## config.mk

```make
export PLATFORM = sky130hd
export DESIGN_NAME = twoframe_evbuild
export DESIGN_NICKNAME = d
export VERILOG_FILES = /design/src/rtl/tfeb_pkg.sv /design/src/rtl/tfeb_fifo.sv /design/src/rtl/tfeb_ring.sv /design/src/rtl/tfeb_seq.sv /design/src/rtl/twoframe_evbuild.sv
export SDC_FILE = /design/constraint.sdc
export NUM_CORES = 2
export LEC_CHECK = 0
export BUFFER_PORTS_ARGS = -buffer_cell sky130_fd_sc_hd__clkbuf_2
export CAP_MARGIN = 20
export CORE_ASPECT_RATIO = 0.6
export CORE_MARGIN = 2
export CORE_UTILIZATION = 63
export DETAILED_ROUTE_END_ITERATION = 16
export PLACE_DENSITY = 0.8
export SYNTH_ARGS = -nofsm -noshare
export SYNTH_HDL_FRONTEND = slang
export SYNTH_SLANG_ARGS = --single-unit
```

## constraint.sdc

```tcl
create_clock -name clk -period 7.29 [get_ports clk]
set_clock_uncertainty 0.05 [all_clocks]
set_input_delay 1.0935 -clock clk [delete_from_list [all_inputs] [get_ports clk]]
set_output_delay 1.0935 -clock clk [all_outputs]
set_load 0.005 [all_outputs]
```

## src/rtl/tfeb_pkg.sv

```systemverilog
package tfeb_pkg;

  typedef enum logic [2:0] {
    ST_IDLE,
    ST_WAIT_FRAME_END,
    ST_WRITE_HEADER,
    ST_COPY_FRAME_A,
    ST_COPY_FRAME_B,
    ST_WRITE_TRAILER,
    ST_DONE
  } seq_state_e;

  localparam logic [3:0] HDR_MARK = 4'hA;
  localparam logic [3:0] TRL_MARK = 4'h5;
  localparam int         SLOTS    = 3;
  localparam int         CNT_W    = 16;

  function automatic logic [1:0] slot_after(input logic [1:0] s);
    return (s == 2'd2) ? 2'd0 : s + 2'd1;
  endfunction

  function automatic logic [1:0] slot_before(input logic [1:0] s);
    return (s == 2'd0) ? 2'd2 : s - 2'd1;
  endfunction

endpackage

```

## src/rtl/tfeb_fifo.sv

```systemverilog
module tfeb_fifo #(
  parameter int DATA_W = 32,
  parameter int DEPTH  = 32,
  localparam int AW    = $clog2(DEPTH),
  localparam int CW    = $clog2(DEPTH + 1)
) (
  input  logic              clk,
  input  logic              rst_n,
  input  logic              push,
  input  logic [DATA_W-1:0] push_data,
  output logic              full,
  output logic [CW-1:0]     free,
  output logic              out_valid,
  input  logic              out_ready,
  output logic [DATA_W-1:0] out_data
);

  logic [DATA_W-1:0] mem [DEPTH];
  logic [AW-1:0]     wp, rp;
  logic [CW-1:0]     cnt;
  logic              push_ok, pop;

  assign full      = (cnt == CW'(DEPTH));
  assign free      = CW'(DEPTH) - cnt;
  assign out_valid = (cnt != '0);
  assign out_data  = mem[rp];
  assign push_ok   = push && !full;
  assign pop       = out_valid && out_ready;

  always_ff @(posedge clk) begin
    if (push_ok) mem[wp] <= push_data;
  end

  always_ff @(posedge clk) begin
    if (!rst_n) begin
      wp  <= '0;
      rp  <= '0;
      cnt <= '0;
    end else begin
      if (push_ok) wp <= wp + AW'(1);
      if (pop)     rp <= rp + AW'(1);
      case ({push_ok, pop})
        2'b10:   cnt <= cnt + CW'(1);
        2'b01:   cnt <= cnt - CW'(1);
        default: cnt <= cnt;
      endcase
    end
  end


  no_overflow_chk: assert property (@(posedge clk) disable iff (!rst_n)
    push |-> !full);


  out_hold_chk: assert property (@(posedge clk) disable iff (!rst_n)
    (out_valid && !out_ready) |=> (out_valid && $stable(out_data)));

endmodule

```

## src/rtl/tfeb_ring.sv

```systemverilog
module tfeb_ring
  import tfeb_pkg::*;
#(
  parameter int DATA_W      = 32,
  parameter int FRAME_WORDS = 8,
  localparam int AW         = $clog2(FRAME_WORDS),
  localparam int IDX_W      = $clog2(FRAME_WORDS + 1)
) (
  input  logic              clk,
  input  logic              rst_n,
  input  logic              in_valid,
  output logic              in_ready,
  input  logic [DATA_W-1:0] in_data,
  input  logic              in_last,
  output logic              frame_done,
  input  logic              arm,
  input  logic              unlock,
  output logic              locked,
  input  logic              rd_sel,
  input  logic [IDX_W-1:0]  rd_idx,
  output logic [DATA_W-1:0] rd_data,
  output logic [IDX_W-1:0]  len_a,
  output logic [IDX_W-1:0]  len_b
);

  localparam logic [IDX_W-1:0] CAP = IDX_W'(FRAME_WORDS);

  logic [DATA_W-1:0] mem [SLOTS][FRAME_WORDS];
  logic [IDX_W-1:0]  flen [SLOTS];
  logic [1:0]        wr_slot, lk_a, lk_b;
  logic [IDX_W-1:0]  wr_ptr;
  logic              hs, has_room;
  logic [1:0]        rd_slot;

  assign in_ready   = !(locked && ((wr_slot == lk_a) || (wr_slot == lk_b)));
  assign hs         = in_valid && in_ready;
  assign frame_done = hs && in_last;
  assign has_room   = (wr_ptr < CAP);
  assign rd_slot    = rd_sel ? lk_b : lk_a;
  assign rd_data    = mem[rd_slot][rd_idx[AW-1:0]];
  assign len_a      = flen[lk_a];
  assign len_b      = flen[lk_b];

  always_ff @(posedge clk) begin
    if (hs && has_room) mem[wr_slot][wr_ptr[AW-1:0]] <= in_data;
  end

  always_ff @(posedge clk) begin
    if (!rst_n) begin
      wr_slot <= 2'd0;
      wr_ptr  <= '0;
      for (int s = 0; s < SLOTS; s++) flen[s] <= '0;
    end else if (hs) begin
      if (in_last) begin
        flen[wr_slot] <= has_room ? wr_ptr + IDX_W'(1) : wr_ptr;
        wr_ptr        <= '0;
        wr_slot       <= slot_after(wr_slot);
      end else if (has_room) begin
        wr_ptr <= wr_ptr + IDX_W'(1);
      end
    end
  end

  always_ff @(posedge clk) begin
    if (!rst_n) begin
      locked <= 1'b0;
      lk_a   <= 2'd0;
      lk_b   <= 2'd0;
    end else if (arm && frame_done) begin
      locked <= 1'b1;
      lk_b   <= wr_slot;
      lk_a   <= slot_before(wr_slot);
    end else if (unlock) begin
      locked <= 1'b0;
    end
  end


  lock_stable_chk: assert property (@(posedge clk) disable iff (!rst_n)
    (locked && !unlock) |=> ($stable(len_a) && $stable(len_b)));

endmodule

```

## src/rtl/tfeb_seq.sv

```systemverilog
module tfeb_seq
  import tfeb_pkg::*;
#(
  parameter int DATA_W      = 32,
  parameter int FRAME_WORDS = 8,
  parameter int FIFO_CW     = 6,
  localparam int IDX_W      = $clog2(FRAME_WORDS + 1),
  localparam int WORST      = 2 * FRAME_WORDS + 2
) (
  input  logic               clk,
  input  logic               rst_n,
  input  logic               trig,
  input  logic               zs_mode,
  input  logic               frame_done,
  input  logic               locked,
  input  logic [IDX_W-1:0]   len_a,
  input  logic [IDX_W-1:0]   len_b,
  input  logic [DATA_W-1:0]  rd_data,
  input  logic [FIFO_CW-1:0] fifo_free,
  input  logic               fifo_full,
  output logic               arm,
  output logic               unlock,
  output logic               rd_sel,
  output logic [IDX_W-1:0]   rd_idx,
  output logic               push,
  output logic [DATA_W-1:0]  push_data,
  output logic               busy,
  output logic [CNT_W-1:0]   rej_count
);

  seq_state_e       state;
  logic             mode_q;
  logic [CNT_W-1:0] trig_cnt, pay_cnt;
  logic             room_ok, at_end, zero_skip, copying;
  logic [IDX_W-1:0] cur_len;
  logic [DATA_W-1:0] hdr, trl;

  assign room_ok   = (fifo_free >= FIFO_CW'(WORST));
  assign busy      = (state != ST_IDLE) || !room_ok;
  assign arm       = (state == ST_WAIT_FRAME_END);
  assign unlock    = (state == ST_DONE);
  assign rd_sel    = (state == ST_COPY_FRAME_B);
  assign copying   = (state == ST_COPY_FRAME_A) || (state == ST_COPY_FRAME_B);
  assign cur_len   = rd_sel ? len_b : len_a;
  assign at_end    = (rd_idx == cur_len);
  assign zero_skip = mode_q && (rd_data == '0);

  always_comb begin
    hdr = '0;
    hdr[DATA_W-1 -: 4] = HDR_MARK;
    hdr[16]            = mode_q;
    hdr[15:0]          = trig_cnt;
    trl = '0;
    trl[DATA_W-1 -: 4] = TRL_MARK;
    trl[15:0]          = pay_cnt;
  end

  always_comb begin
    push      = 1'b0;
    push_data = rd_data;
    case (state)
      ST_WRITE_HEADER: begin
        push      = !fifo_full;
        push_data = hdr;
      end
      ST_COPY_FRAME_A, ST_COPY_FRAME_B: begin
        push = !at_end && !zero_skip && !fifo_full;
      end
      ST_WRITE_TRAILER: begin
        push      = !fifo_full;
        push_data = trl;
      end
      default: push = 1'b0;
    endcase
  end

  always_ff @(posedge clk) begin
    if (!rst_n) begin
      rej_count <= '0;
    end else if (trig && busy) begin
      rej_count <= rej_count + CNT_W'(1);
    end
  end

  always_ff @(posedge clk) begin
    if (!rst_n) begin
      state    <= ST_IDLE;
      mode_q   <= 1'b0;
      trig_cnt <= '0;
      pay_cnt  <= '0;
      rd_idx   <= '0;
    end else begin
      case (state)
        ST_IDLE: begin
          if (trig && room_ok) begin
            state  <= ST_WAIT_FRAME_END;
            mode_q <= zs_mode;
          end
        end
        ST_WAIT_FRAME_END: begin
          if (frame_done) state <= ST_WRITE_HEADER;
        end
        ST_WRITE_HEADER: begin
          if (push) begin
            state   <= ST_COPY_FRAME_A;
            rd_idx  <= '0;
            pay_cnt <= '0;
          end
        end
        ST_COPY_FRAME_A, ST_COPY_FRAME_B: begin
          if (at_end) begin
            rd_idx <= '0;
            state  <= (state == ST_COPY_FRAME_A) ? ST_COPY_FRAME_B : ST_WRITE_TRAILER;
          end else if (zero_skip) begin
            rd_idx <= rd_idx + IDX_W'(1);
          end else if (push) begin
            rd_idx  <= rd_idx + IDX_W'(1);
            pay_cnt <= pay_cnt + CNT_W'(1);
          end
        end
        ST_WRITE_TRAILER: begin
          if (push) state <= ST_DONE;
        end
        ST_DONE: begin
          trig_cnt <= trig_cnt + CNT_W'(1);
          state    <= ST_IDLE;
        end
        default: state <= ST_IDLE;
      endcase
    end
  end


  room_reject_chk: assert property (@(posedge clk) disable iff (!rst_n)
    (state == ST_IDLE && trig && !room_ok) |=> (state == ST_IDLE));


  rej_count_chk: assert property (@(posedge clk) disable iff (!rst_n)
    (trig && busy) |=> (rej_count == $past(rej_count) + CNT_W'(1)));


  copy_locked_chk: assert property (@(posedge clk) disable iff (!rst_n)
    copying |-> locked);

endmodule

```

## src/rtl/twoframe_evbuild.sv

```systemverilog
module twoframe_evbuild
  import tfeb_pkg::*;
#(
  parameter int DATA_W      = 32,
  parameter int FRAME_WORDS = 8,
  parameter int OUT_DEPTH   = 32,
  localparam int IDX_W      = $clog2(FRAME_WORDS + 1),
  localparam int FIFO_CW    = $clog2(OUT_DEPTH + 1)
) (
  input  logic              clk,
  input  logic              rst_n,
  input  logic              zs_mode,
  input  logic              trig,
  output logic              busy,
  output logic [15:0]       rej_count,
  input  logic              in_valid,
  output logic              in_ready,
  input  logic [DATA_W-1:0] in_data,
  input  logic              in_last,
  output logic              out_valid,
  input  logic              out_ready,
  output logic [DATA_W-1:0] out_data
);

  logic               frame_done, arm, unlock, locked, rd_sel;
  logic [IDX_W-1:0]   rd_idx, len_a, len_b;
  logic [DATA_W-1:0]  rd_data, push_data;
  logic               push, fifo_full;
  logic [FIFO_CW-1:0] fifo_free;

  tfeb_ring #(.DATA_W(DATA_W), .FRAME_WORDS(FRAME_WORDS)) ring_i (
    .clk(clk), .rst_n(rst_n),
    .in_valid(in_valid), .in_ready(in_ready), .in_data(in_data), .in_last(in_last),
    .frame_done(frame_done), .arm(arm), .unlock(unlock), .locked(locked),
    .rd_sel(rd_sel), .rd_idx(rd_idx), .rd_data(rd_data),
    .len_a(len_a), .len_b(len_b)
  );

  tfeb_seq #(.DATA_W(DATA_W), .FRAME_WORDS(FRAME_WORDS), .FIFO_CW(FIFO_CW)) seq_i (
    .clk(clk), .rst_n(rst_n), .trig(trig), .zs_mode(zs_mode),
    .frame_done(frame_done), .locked(locked), .len_a(len_a), .len_b(len_b),
    .rd_data(rd_data), .fifo_free(fifo_free), .fifo_full(fifo_full),
    .arm(arm), .unlock(unlock), .rd_sel(rd_sel), .rd_idx(rd_idx),
    .push(push), .push_data(push_data), .busy(busy), .rej_count(rej_count)
  );

  tfeb_fifo #(.DATA_W(DATA_W), .DEPTH(OUT_DEPTH)) fifo_i (
    .clk(clk), .rst_n(rst_n), .push(push), .push_data(push_data),
    .full(fifo_full), .free(fifo_free),
    .out_valid(out_valid), .out_ready(out_ready), .out_data(out_data)
  );

endmodule

```

==> reports/qor.yml <==
outcome:
  status: "finished clean"
worst_setup_path:
  cp-end-kind: "register"
  cp_max_fo: 20
  critical_path_arrival_ps: 7210
  setup.reg_to_reg.worst_slack_ps: 740
  worst_ep_required_time_ps: 7950
  crit_path_start: "seq_i.state[2]"
  rr_endpoint: "fifo_i.cnt[5]"
  critical_path.endpoint: "fifo_i.cnt[5]"
  rr_startpoint: "seq_i.state[2]"
  critical_path.startpoint_type: "register"
  setup.worst_path.class: "register to register"
  worst_r2r_path_depth: 19
synth:
  synth.top_cells.by_count: "edfxtp_1 (1808), mux4_2 (382), nor2_1 (187)"
  synth_largest_area_cell: "edfxtp_1"
  postSynth.topFlopCell: "edfxtp_1"
  post_synthesis_cells: 3937
  ys_types: 90
  async_sr_flop_fraction: 0
  synth_edf_count: 1808
  syn-num-nets: 3998
  synth-seq-cells: 1900
  yosys_warnings: 0
  top_area_cell_type_share_of_the_netlist_area: 0.717
  post-synth-top-count-cell: "edfxtp_1"
  synth.avg_cell_area_um2: 19.2
  register_area_share_after_synthesis: 0.741
  synthTopCellsByArea: "edfxtp_1 (72%), mux4_2 (11%), dfxtp_1 (2.4%), mux2i_1 (1.9%), mux2_2 (1.6%)"
  synth.cell_area_mm2: 0.0757
detailed_routing:
  remaining_drc_errors: 0
  top_signal_layer_used: "met4"
  number_of_vias_per_cell_after_detailed_routing: 7.16
  routed-via-count: 41800
  length_of_routed_met3_wiring_um: 30900
  number_of_detailed_routing_iterations_run_before_antenna_repair: 10
  drt-initial-drc-count: 7423
  drt.antenna.violating_nets: 0
  routed_wire_length_per_instance_um: 34.3
  met2WireLength_um: 84500
  wl_met1_um: 79100
  routed_wirelength_um: 200000
clocking:
  quantity_of_gates_resized_following_cts: 0
  clkLatencyLatePin_ps: 810
  cts_buffer_depth: 3
  number_of_buffers_added_by_the_clock_tree_synthesis_step: 162
  clock-root-buffer: "clkbuf_16"
  cts_sinks: 1900
  post-cts-setup-buffer-count: 0
  tritoncts: "built"
  cts.reportedPaths.clkPinSlew_ps: 70
  cts-hold-fix-buffers: 0
  cts.htree.levels: 4
sta:
  report.final.setup_viol: 0
  post-route-period-util: 0.898
  layout_setup_ws_ps: 740
  hold_slack_ps: 423
  measured_slew_at_the_worst_slew_check_pin_ps: 1120
  fin_crit_ps: 6550
  final.setup.tns_ps: 0
  grt_setup_unrepaired: "no"
  max_freq_mhz: 153
  final_max_slew_viol_count: 0
  relSlewSlack: 0.248
  hold_viol: 0
pwr:
  cellLeakagePower_nw: 26.4
  design_power_total_mw: 24.3
  power_density_mw_per_mm2: 288
  ir_worst_vdd_uv: 231
placed_design:
  pre_cts_slack_ps: 1000
  placed_cell_area_mm2: 0.0788
  post-dp-hpwl_um: 112000
  gp_routability_congestion: 0.943
  place_inst: 5508
  number_of_port_buffers: 89
min_path:
  min_path_cells: 2
  hold_class: "register to register"
layout:
  finalNonFillerCells: 5834
  finish.utilization: 0.708
  design.final.nets: 4148
  post_route_cells_drive_above_1_share: 0.248
  num-fill-cells: 7040
  layout.cell_area.non_filler_mm2: 0.0844
  syn_to_final_growth_pct: 11.4
global_routing:
  groute.usage.overall: 0.326
  grt.overflow.total: 0
  grt_pass1_wl_um: 285000
  first_global_vias: 39900
  pin_count_of_the_biggest_net_entering_global_routing: 102
  grt_antenna_before_repair: 8
floorplan:
  floorplan.io_pins: 90
  rows: 98
  initial_utilization: 0.635
  height_of_the_chip_um: 273
  die_area_mm2: 0.123
  core_area_mm2: 0.119
  floorplan.die.width_um: 452
run:
  max_cap_violations: 0
==> report_power, final <==
group	internal [mW]	switching (mW)
clock network	4.75	3.90
logic	1.08	1.84
registers	12.6	0.140
==> sequential cells by signal, summed over array words and instances (netlist names), 2 cells and up, named ones only <==
name,cells
seq_i.rd_idx,4
fifo_i.rp,5
ring_i.wr_slot,2
fifo_i.cnt,6
ring_i.mem,768
fifo_i.mem,1024
seq_i.trig_cnt,16
ring_i.flen,16
seq_i.state,3
seq_i.pay_cnt,16
fifo_i.wp,5
ring_i.wr_ptr,4
ring_i.lk_a,2
ring_i.lk_b,2
seq_i.rej_count,16
==> cell usage in the layout (no fill, tap or decap), types with 21 or more instances in the layout <==
cell | netlist | routed
edfxtp_1 | 1808 | 1808
mux4_2 | 382 | 382
clkbuf_16 | 0 | 168
nand2_1 | 152 | 152
mux2i_1 | 143 | 143
nor2_1 | 187 | 126
mux2_2 | 110 | 110
buf_4 | 12 | 100
clkbuf_2 | 0 | 89
a21oi_1 | 87 | 87
dfxtp_1 | 92 | 83
o211ai_1 | 65 | 65
o21ai_0 | 68 | 60
nor2_4 | 0 | 57
clkbuf_1 | 134 | 54
a211oi_1 | 44 | 44
nand3_1 | 39 | 39
inv_1 | 35 | 34
xor2_1 | 34 | 34
clkinv_1 | 1 | 31
a22oi_1 | 30 | 30
buf_12 | 2 | 23
ha_1 | 21 | 21
==> worst max-delay path, stage by stage, from the launching register on <==
cell	delay, ps
dfxtp_1	730
or3b_1	480
a21oi_4	450
buf_4	390
mux4_2	550
a211oi_1	520
nor3_1	160
and4b_1	460
and4_1	330
a31oi_1	230
o21ai_0	260
ha_1	320
ha_1	270
a21o_1	180
a21oi_1	220
o21bai_1	90
a21oi_1	180
xnor2_1	90
or3_1	320
a21oi_1	190
==> cell type report <==
| cell class | instances | area [um^2] | share of cell area |
|---|---|---|---|
| sequential | 1900 | 56200 | 0.666 |
| clock buffer | 232 | 4540 | 0.0539 |
| clock inverter | 71 | 687 | 0.00814 |
| tap | 1600 | 2000 | 0.0237 |
| multi-input combinational | 1759 | 18800 | 0.223 |
| inverter | 36 | 135 | 0.00160 |
| timing repair buffer | 228 | 1980 | 0.0235 |
| antenna | 8 | 20.0 | 0.000237 |
==> worst min-delay path by stage <==
stage                             start  slack [ps]            end
after CTS                 ring_i.locked         420  ring_i.locked
after detailed placement  ring_i.locked         410  ring_i.locked
after global placement    ring_i.locked         390  ring_i.locked
final                     ring_i.locked         420  ring_i.locked
after global routing      ring_i.locked         450  ring_i.locked
after floorplan           ring_i.locked         390  ring_i.locked
==> cells by family (layout without fill, tap and decap cells) <==
family          after synthesis  after routing  synth area share
compound gates              504            504            0.0483
xor+xnor                     47             47           0.00544
fa+ha+maj                    22             22           0.00373
buf+inv                     278            567            0.0165
flops                      1900           1900             0.741
mux                         636            636             0.149
other cells                   0              8                 0
simple gates                550            550            0.0353
==> layer usage <==
metal / track usage / vias up
met3: 0.102 / 399
met4: 0.0926 / 0
met1: 0.518 / 21400
met2: 0.440 / 3440
met5: 0 / -
li1: - / 16500
No activity file was read; power rests on OpenSTA's default activity.
